File: src/rtl/rx_page_ring.sv
module rx_page_ring #(
  parameter int TOTAL_PAGES = 32,
  parameter int PAGE_BYTES  = 256,
  localparam int PW = $clog2(TOTAL_PAGES),
  localparam int OW = $clog2(PAGE_BYTES),
  localparam int AW = PW + OW
) (
  input  logic          clk,
  input  logic          rst_n,
  input  logic [PW-1:0] cfg_rx_pages,
  input  logic          in_valid,
  input  logic          in_first,
  input  logic          in_last,
  input  logic [7:0]    in_data,
  input  logic          in_abort,
  input  logic          cmd_release,
  input  logic          cmd_flush,
  input  logic          cmd_clr_full,
  output logic          mem_we,
  output logic [AW-1:0] mem_addr,
  output logic [7:0]    mem_wdata,
  output logic          st_we,
  output logic [AW-1:0] st_addr,
  output logic [31:0]   st_data,
  output logic          rx_full,
  output logic [PW:0]   free_pages,
  output logic [PW:0]   pkt_count,
  output logic [PW-1:0] head_page
);

  logic [PW:0]   n_pages;
  logic [PW-1:0] alloc_ptr, alloc_inc, cur_start, cur_page;
  logic [OW-1:0] cur_off;
  logic [PW:0]   cur_pages;
  logic [15:0]   byte_cnt;
  logic          active, dropping;
  logic [PW:0]   pg_q [TOTAL_PAGES];
  logic [PW-1:0] q_wr, q_rd;

  assign n_pages   = {1'b0, cfg_rx_pages} + (PW+1)'(1);
  assign alloc_inc = (alloc_ptr == cfg_rx_pages) ? '0 : alloc_ptr + 1'b1;

  logic vld, abt, start, start_ok, need_page, starve, take, wr_byte, finish, rel_go, full_set;
  assign vld       = in_valid && !cmd_flush;
  assign abt       = in_abort && !cmd_flush;
  assign start     = !active && !dropping && vld && in_first && !abt;
  assign start_ok  = start && !rx_full && free_pages != '0;
  assign need_page = active && vld && !abt && cur_off == '0;
  assign starve    = need_page && free_pages == '0;
  assign take      = start_ok || (need_page && !starve);
  assign wr_byte   = start_ok || (active && vld && !abt && !starve);
  assign finish    = (start_ok && in_last) || (active && ((vld && in_last && !starve) || abt));
  assign rel_go    = cmd_release && pkt_count != '0 && !cmd_flush;
  assign full_set  = (start && free_pages == '0) || starve;

  logic [PW:0]   pages_now, rel_amt, free_next, head_sum;
  logic [15:0]   bytes_now;
  logic [PW-1:0] start_pg, wpage, alloc_next;
  logic [OW-1:0] woff;

  assign pages_now = start_ok ? (PW+1)'(1) : cur_pages + (PW+1)'(take);
  assign bytes_now = start_ok ? 16'd1 : byte_cnt + 16'(wr_byte);
  assign start_pg  = start_ok ? alloc_ptr : cur_start;
  assign wpage     = take ? alloc_ptr : cur_page;
  assign woff      = start_ok ? OW'(4) : cur_off;
  assign rel_amt   = rel_go ? pg_q[q_rd] : '0;
  assign head_sum  = {1'b0, head_page} + rel_amt;

  always_comb begin
    free_next  = free_pages - (PW+1)'(take) + rel_amt + (starve ? cur_pages : '0);
    alloc_next = starve ? cur_start : (take ? alloc_inc : alloc_ptr);
    if (cmd_flush) begin
      free_next  = n_pages;
      alloc_next = '0;
    end
  end

  always_ff @(posedge clk) begin
    if (finish) pg_q[q_wr] <= pages_now;
  end

  always_ff @(posedge clk) begin
    if (!rst_n) begin
      mem_we     <= 1'b0;
      mem_addr   <= '0;
      mem_wdata  <= '0;
      st_we      <= 1'b0;
      st_addr    <= '0;
      st_data    <= '0;
      rx_full    <= 1'b0;
      free_pages <= n_pages;
      pkt_count  <= '0;
      head_page  <= '0;
      alloc_ptr  <= '0;
      cur_start  <= '0;
      cur_page   <= '0;
      cur_off    <= '0;
      cur_pages  <= '0;
      byte_cnt   <= '0;
      active     <= 1'b0;
      dropping   <= 1'b0;
      q_wr       <= '0;
      q_rd       <= '0;
    end else begin
      mem_we     <= wr_byte;
      mem_addr   <= {wpage, woff};
      mem_wdata  <= in_data;
      st_we      <= finish;
      st_addr    <= {start_pg, OW'(0)};
      st_data    <= {abt, 7'd0, 8'(pages_now), bytes_now};
      free_pages <= free_next;
      alloc_ptr  <= alloc_next;

      if (full_set)
        rx_full <= 1'b1;
      else if (cmd_clr_full && free_pages != '0)
        rx_full <= 1'b0;

      if (cmd_flush) begin
        active    <= 1'b0;
        dropping  <= (active || dropping) && !(in_valid && in_last) && !in_abort;
        q_wr      <= '0;
        q_rd      <= '0;
        pkt_count <= '0;
        head_page <= '0;
      end else begin
        if (start_ok) begin
          active    <= !in_last;
          cur_start <= alloc_ptr;
          cur_page  <= alloc_ptr;
          cur_off   <= OW'(5);
          cur_pages <= (PW+1)'(1);
          byte_cnt  <= 16'd1;
        end else if (start) begin
          dropping  <= !in_last;
        end else if (active) begin
          if (starve) begin
            active   <= 1'b0;
            dropping <= !in_last;
          end else if (finish) begin
            active   <= 1'b0;
          end else if (wr_byte) begin
            cur_off   <= cur_off + 1'b1;
            byte_cnt  <= bytes_now;
            cur_pages <= pages_now;
            if (take) cur_page <= alloc_ptr;
          end
        end else if (dropping && ((vld && in_last) || abt)) begin
          dropping <= 1'b0;
        end

        if (finish) q_wr <= q_wr + 1'b1;
        if (rel_go) begin
          q_rd      <= q_rd + 1'b1;
          head_page <= (head_sum >= n_pages) ? PW'(head_sum - n_pages) : PW'(head_sum);
        end
        pkt_count <= pkt_count + (PW+1)'(finish) - (PW+1)'(rel_go);
      end
    end
  end

endmodule


File: config.mk
export PLATFORM = sky130hd
export DESIGN_NAME = rx_page_ring
export DESIGN_NICKNAME = d
export VERILOG_FILES = /design/src/rtl/rx_page_ring.sv
export SDC_FILE = /design/constraint.sdc
export NUM_CORES = 1
export LEC_CHECK = 0
export ABC_AREA = 1
export BUFFER_PORTS_ARGS = -buffer_cell sky130_fd_sc_hd__buf_2
export CAP_MARGIN = 40
export CORE_MARGIN = 1.5
export CORE_UTILIZATION = 55
export DETAILED_ROUTE_END_ITERATION = 16
export PLACE_DENSITY = 0.76
export SYNTH_ARGS = -nofsm -noshare
export SYNTH_HDL_FRONTEND = slang
export SYNTH_SLANG_ARGS = --single-unit
File: constraint.sdc
create_clock -name clk -period 6.12 [get_ports clk]
set_clock_uncertainty 0.15 [all_clocks]
set_input_delay 0.306 -clock clk [delete_from_list [all_inputs] [get_ports clk]]
set_output_delay 0.306 -clock clk [all_outputs]
set_load 0.01 [all_outputs]
Yosys cells after proc, flatten, opt, wreduce, memory -nomap -nowiden
Memories as Yosys holds them, arrays and structs flattened. A register that Yosys moved wholly into a read port is not among the register bits. Cells that the tools add are included.

Input bits: 22. Memories: 1. Memory bits (read-only): 0. Bits in writable memories: 192. Flip-flop bits (word level): 143. Bits in latches: 0. Output and inout bits: 86.

Memories: pg_q (words 32, bits a word 6, read ports 1, clocked after Yosys merged registers in 1, write ports 1, RTL line 37) `logic [PW:0] pg_q [TOTAL_PAGES];`.

Magnitude comparators: 1. Reductions and logical operators: 55. Multipliers: 0. $add $sub $neg: 14. Muxes and demuxes: 54. Divide/modulo/power cells: 0. Eq/ne operators: 6. Bitwise operators: 2. Shifts and indexed selects: 0.

Operator list (count): $mux W16 (7); $mux W5 (14); $mux W6 (11); $mux W8 (6); $logic_and A1 B1 Y1 (26); $add A16 B1 Y16 (1); $add A5 B1 Y5 const B (3); $mux W1 (15); $add A6 B1 Y6 (2); $add A6 B6 Y6 (2); $reduce_bool A6 Y1 (2); $sub A6 B1 Y6 (2); $logic_not A1 Y1 (9); $add A8 B1 Y8 const B (1); $logic_not A8 Y1 (1); $reduce_bool A2 Y1 (4); $logic_or A1 B1 Y1 (7); $add A5 B1 Y6 const B (1); $add A5 B6 Y6 (1); $ge A6 B6 Y1 (1); $logic_not A6 Y1 (1); $ne A2 B2 Y1 const B (3); $reduce_and A6 Y1 (1); $eq A5 B5 Y1 (1); other kinds (8) (10).

Depth between registers and ports, before layout
Depth after elaboration: 17. Depth in mapped cells: 28. Gate-level depth less buffers: 26.

Least setup slack after synthesis
OpenSTA, ideal clock, no wires.

Path kind: register -> register. Start point: register pkt_count[2]. End point: register free_pages[5]. Period minus slack after synthesis: 3973 ps. Arrival time: 3710 ps. Path slack: 2147 ps. Path buffers: 1. Stages on the path, launching flop included: 26. Library setup time: 114 ps. Path through: dfxtp_1 > inv_1 > ha_1 > a31oi_1 > nand2_1 > inv_1 > buf_4 > nand3_1 > ha_1 > fa_1 > inv_1 > ha_1 > inv_1 > fa_1 > inv_1 > nand3_1 > nand2_1 > inv_1 > nand2_1 > nand2_1 > nand2_1 > inv_1 > nor2_1 > nand3_1 > nand3_1 > nand2_1.

Cells in the longest elaborated chain, start to end: 8.

Ends and longest elaborated chain: start: declaration (RTL line 27) `output logic [PW:0] pkt_count,`; start signal: assignment (RTL line 157) `pkt_count <= pkt_count + (PW+1)'(finish) - (PW+1)'(rel_go);`; $reduce_bool A6 Y1 (RTL line 53) `assign rel_go = cmd_release && pkt_count != '0 && !cmd_flush;`; $logic_and A1 B1 Y1 (2 in a row) (RTL line 53); net rel_go (RTL line 43) `logic vld, abt, start, start_ok, need_page, starve, take, wr_byte, finish, rel_go, full_set;`; $mux W6 (RTL line 66) `assign rel_amt = rel_go ? pg_q[q_rd] : '0;`; $add A6 B6 Y6 (2 in a row) (RTL line 70) `free_next = free_pages - (PW+1)'(take) + rel_amt + (starve ? cur_pages : '0);`; $mux W6 (RTL line 72) `if (cmd_flush) begin`; $mux W6 (RTL line 83) `if (!rst_n) begin`; end signal: assignment (RTL line 91) `free_pages <= n_pages;`; end signal: assignment (RTL line 111) `free_pages <= free_next;`; end: declaration (RTL line 26) `output logic [PW:0] free_pages,`.

The timed path passes the listed nets, and every way through them passes these cells. A chain may end at the register's enable or synchronous reset.

Worst setup path after layout
Start point: register pkt_count[3]. End point: register head_page[2].

Cells in the longest elaborated chain, start to end: 7.

Ends and longest elaborated chain: $reduce_bool A6 Y1 * (RTL line 53); $logic_and A1 B1 Y1 * (2 in a row) (RTL line 53); $mux W6 (RTL line 66); $add A5 B6 Y6 (RTL line 67) `assign head_sum = {1'b0, head_page} + rel_amt;`; $sub A5 B5 Y5 or $ge A6 B6 Y1 (tied branches) (RTL line 155) `head_page <= (head_sum >= n_pages) ? PW'(head_sum - n_pages) : PW'(head_sum);`; $mux W5 (RTL line 155); end signal: assignment (RTL line 155); end: declaration (RTL line 28) `output logic [PW-1:0] head_page`.

Mark *: on every way between the ends. The rest lies on a longest branch, timed or not.

==> results.toml <==
[timing]
max_freq_ghz = 0.209
finalCriticalPeriod_ns = 4.80
setup_violations = 0
final_hold_viol_count = 0
worst_pin_slew_ns = 0.901
maxSlewViolCount = 0
post-route-period-util_pct = 78.4
fin_tns_setup_ns = 0
maxSlewHeadroom_pct = 39.9
rsz0062_at_grt = "false"

[layout]
antennaDiodeCount = 0
utilization_pct = 63.3
multi_input_area_mm2 = 0.00516
regArea_mm2 = 0.00839
fillers = 2051
nets = 1719
drive_gt1_share_pct = 10.6
area_delta_synth_final_pct = 12.7

[synth]
synth-seq-cells = 323
ys.flop_type = "edfxtp_1"
synth_edf_count = 192
syn_inst = 1562
netlist-cell-type-count = 40
synth_area_mm2 = 0.0146
seq_area_frac_synth_pct = 57.3
ys.warnings.count = 0
async_flop_share_pct = 0
postSynthAreaPerCell_um2 = 9.37

[die]
start_util_pct = 56.2
io_pins = 108
die_w_um = 166
die_height_um = 166
dieArea_mm2 = 0.0276
row_count = 59
coreArea_mm2 = 0.0261

[clock_network]
cts.sinks = 323
ctsLongestPathBuffers = 3
numCtsBuffers = 34
cts_tree = "yes"
cts_max_level = 2
clockRootBuffer = "clkbuf_16"
clkSlewWorstSetupHoldPaths_ns = 0.06
cts_resized = 0
clkLatencyLatePin_ns = 0.52

[setup_path]
critPathKind = "reg2reg"
worstPathArrival_ns = 5.11
startpoint_type = "register"
worst-path-max-fanout = 13
required_ns = 6.43
endpoint_kind = "register"

[routing]
wl_met3_um = 3240
drt-pass1-iter-count = 8
drt-initial-drc-count = 1118
wl_per_cell_um = 18.0
drt-vias-per-instance = 5.72
met1_length_um = 14800
routed_wl_um = 36200
top_layer = "met4"
drc = 0
antenna_left = 0
detailroute.via_count = 11500
wl_met2_um = 17000

[worst_hold_path]
hp-class = "in2reg"

[power]
p_per_area_mw_per_mm2 = 310
power_leakage_nw = 6.63
power_mw = 5.12
irDropWorstVdd_mv = 0.237

[global_routing]
grt_usage_pct = 26.4
grt-ovfl-total = 0
grt_pass1_wl_um = 58400
grt_start_max_net_pins = 62
antenna_found_initial = 0
grt_pass1_vias = 11200

[run_status]
status = "completed"

[placed_design]
io_buffers = 90
dp_hpwl_um = 23800
place.gp.congestion = 0.904

[job]
maxCapViolations = 0
[placed cells by master (no fill, tap or decap), types with 9 or more instances in the layout]
master,Yosys,final
o211ai_1,9,9
nor3_1,19,19
clkbuf_16,0,35
nand3_1,104,104
fa_1,9,9
o22ai_1,10,10
dlygate4sd3_1,0,14
nor2_1,235,235
conb_1,1,17
o21ai_0,118,118
nand4_1,37,37
buf_4,19,10
nand2_2,9,9
nand2_1,242,242
a21oi_1,58,58
xor2_1,20,20
dfxtp_1,131,130
ha_1,41,41
clkbuf_1,36,9
inv_1,165,164
edfxtp_1,192,192
buf_2,24,92
o221ai_1,28,28
[routing by layer]
metal	up-vias	global-route usage (%)
met5	-	0
met4	0	10.6
met3	90	4.65
met2	553	42.6
met1	5423	35.4
li1	5406	-
[sequential cells by signal, summed over array words and instances, names as in the netlist, 6 cells and up, named ones only]
register,cells
mem_addr,13
mem_wdata,8
cur_pages,6
free_pages,6
pkt_count,6
byte_cnt,16
pg_q,192
cur_off,8
st_data,23
[report_power, final]
| group | leakage (nW) | total [mW] | internal, mW | switching [mW] |
|---|---|---|---|---|
| clock | 0.500 | 1.92 | 1.10 | 0.819 |
| combinational | 3.52 | 0.824 | 0.288 | 0.536 |
| sequential | 2.61 | 2.37 | 2.33 | 0.0393 |
| total | 6.63 | 5.12 | 3.73 | 1.39 |
[kinds of logic after synthesis]
logic type / after synthesis / share of synthesized area [%]
and+or+nand+nor: 657 / 19.0
DFF: 323 / 57.3
buffers and inverters: 264 / 7.84
AOI/OAI and AO/OA: 238 / 9.31
adders and majority gates: 50 / 4.74
xor gates and xnor gates: 27 / 1.62
muxes: 2 / 0.137
other: 1 / 0.0256
[worst paths after layout]
kind                                               from                         to  slack, ns  cells after the start
worst min register to register    dropping$_SDFFE_PN0P_      dropping$_SDFFE_PN0P_       0.32                      2
worst max register to register  pkt_count[3]$_SDFF_PP0_  head_page[2]$_SDFFE_PP0N_       1.32                     23
worst max-delay path            pkt_count[3]$_SDFF_PP0_  head_page[2]$_SDFFE_PP0N_       1.32                     23
worst min-delay path                    cfg_rx_pages[3]      free_pages[5]$_DFF_P_       0.03                      5
[layout make-up]
cell class	instances	area share, %
clock buffer	45	5.60
clock inverter	16	0.614
inverter	173	3.95
multi-input combinational	991	31.3
sequential	323	50.9
tap	335	2.54
timing repair buffer	124	5.16
[synth_stat cells, types with 5 or more instances]
cell type  instances  area (um^2)
nor3_1            19         95.1
nand2_1          242          908
inv_2              7         26.3
fa_1               9          180
dfxtp_1          131         2620
edfxtp_1         192         5770
a21oi_1           58          290
buf_4             19          143
o21ai_0          118          591
o221ai_1          28          245
xor2_1            20          175
buf_6              7         78.8
o22ai_1           10         62.6
buf_1              5         18.8
nand4_1           37          231
o211ai_1           9         67.6
xnor2_1            7         61.3
inv_1            165          619
buf_2             24          120
clkbuf_1          36          135
a211oi_1           7         52.6
ha_1              41          513
nand3_1          104          521
nand2_2            9         56.3
nor2_1           235          882
[through the flow]
stage	cell area (um^2)	cells	hold WS (ns)	setup slack, ns
after floorplan	14700	1578	0.254	2.15
after global placement	15200	1923	0.303	1.67
after detailed placement	15300	1932	0.310	1.45
after CTS	16500	2007	0.0226	1.42
after global routing	16500	2007	0.0600	0.860
final	16500	2007	0.0348	1.32
[worst max-delay path: stages, from the launching register on]
cell and delay, ns:
dfxtp_1 0.38, inv_1 0.09, ha_1 0.18, a31oi_1 0.50, nand2_1 0.30, inv_1 0.44
nand3_1 0.24, inv_1 0.11, ha_1 0.28, a21oi_1 0.21, nand2_1 0.07, nand2_1 0.07
nand2_1 0.05, a21oi_1 0.15, xor2_1 0.18, ha_1 0.26, a21oi_1 0.17, a21boi_0 0.21
nand3_1 0.17, inv_1 0.19, nand2_1 0.07, o211ai_1 0.09, o211ai_1 0.11, inv_1 0.08
[what timing repair did]
item | in CTS | in global routing
hold endpoints to repair | 14 | 0
hold buffers | 14 | 0
buffers inserted | 0 | 0
endpoints found under the setup margin | 0 | 0
(Power assumes the default switching activity.)
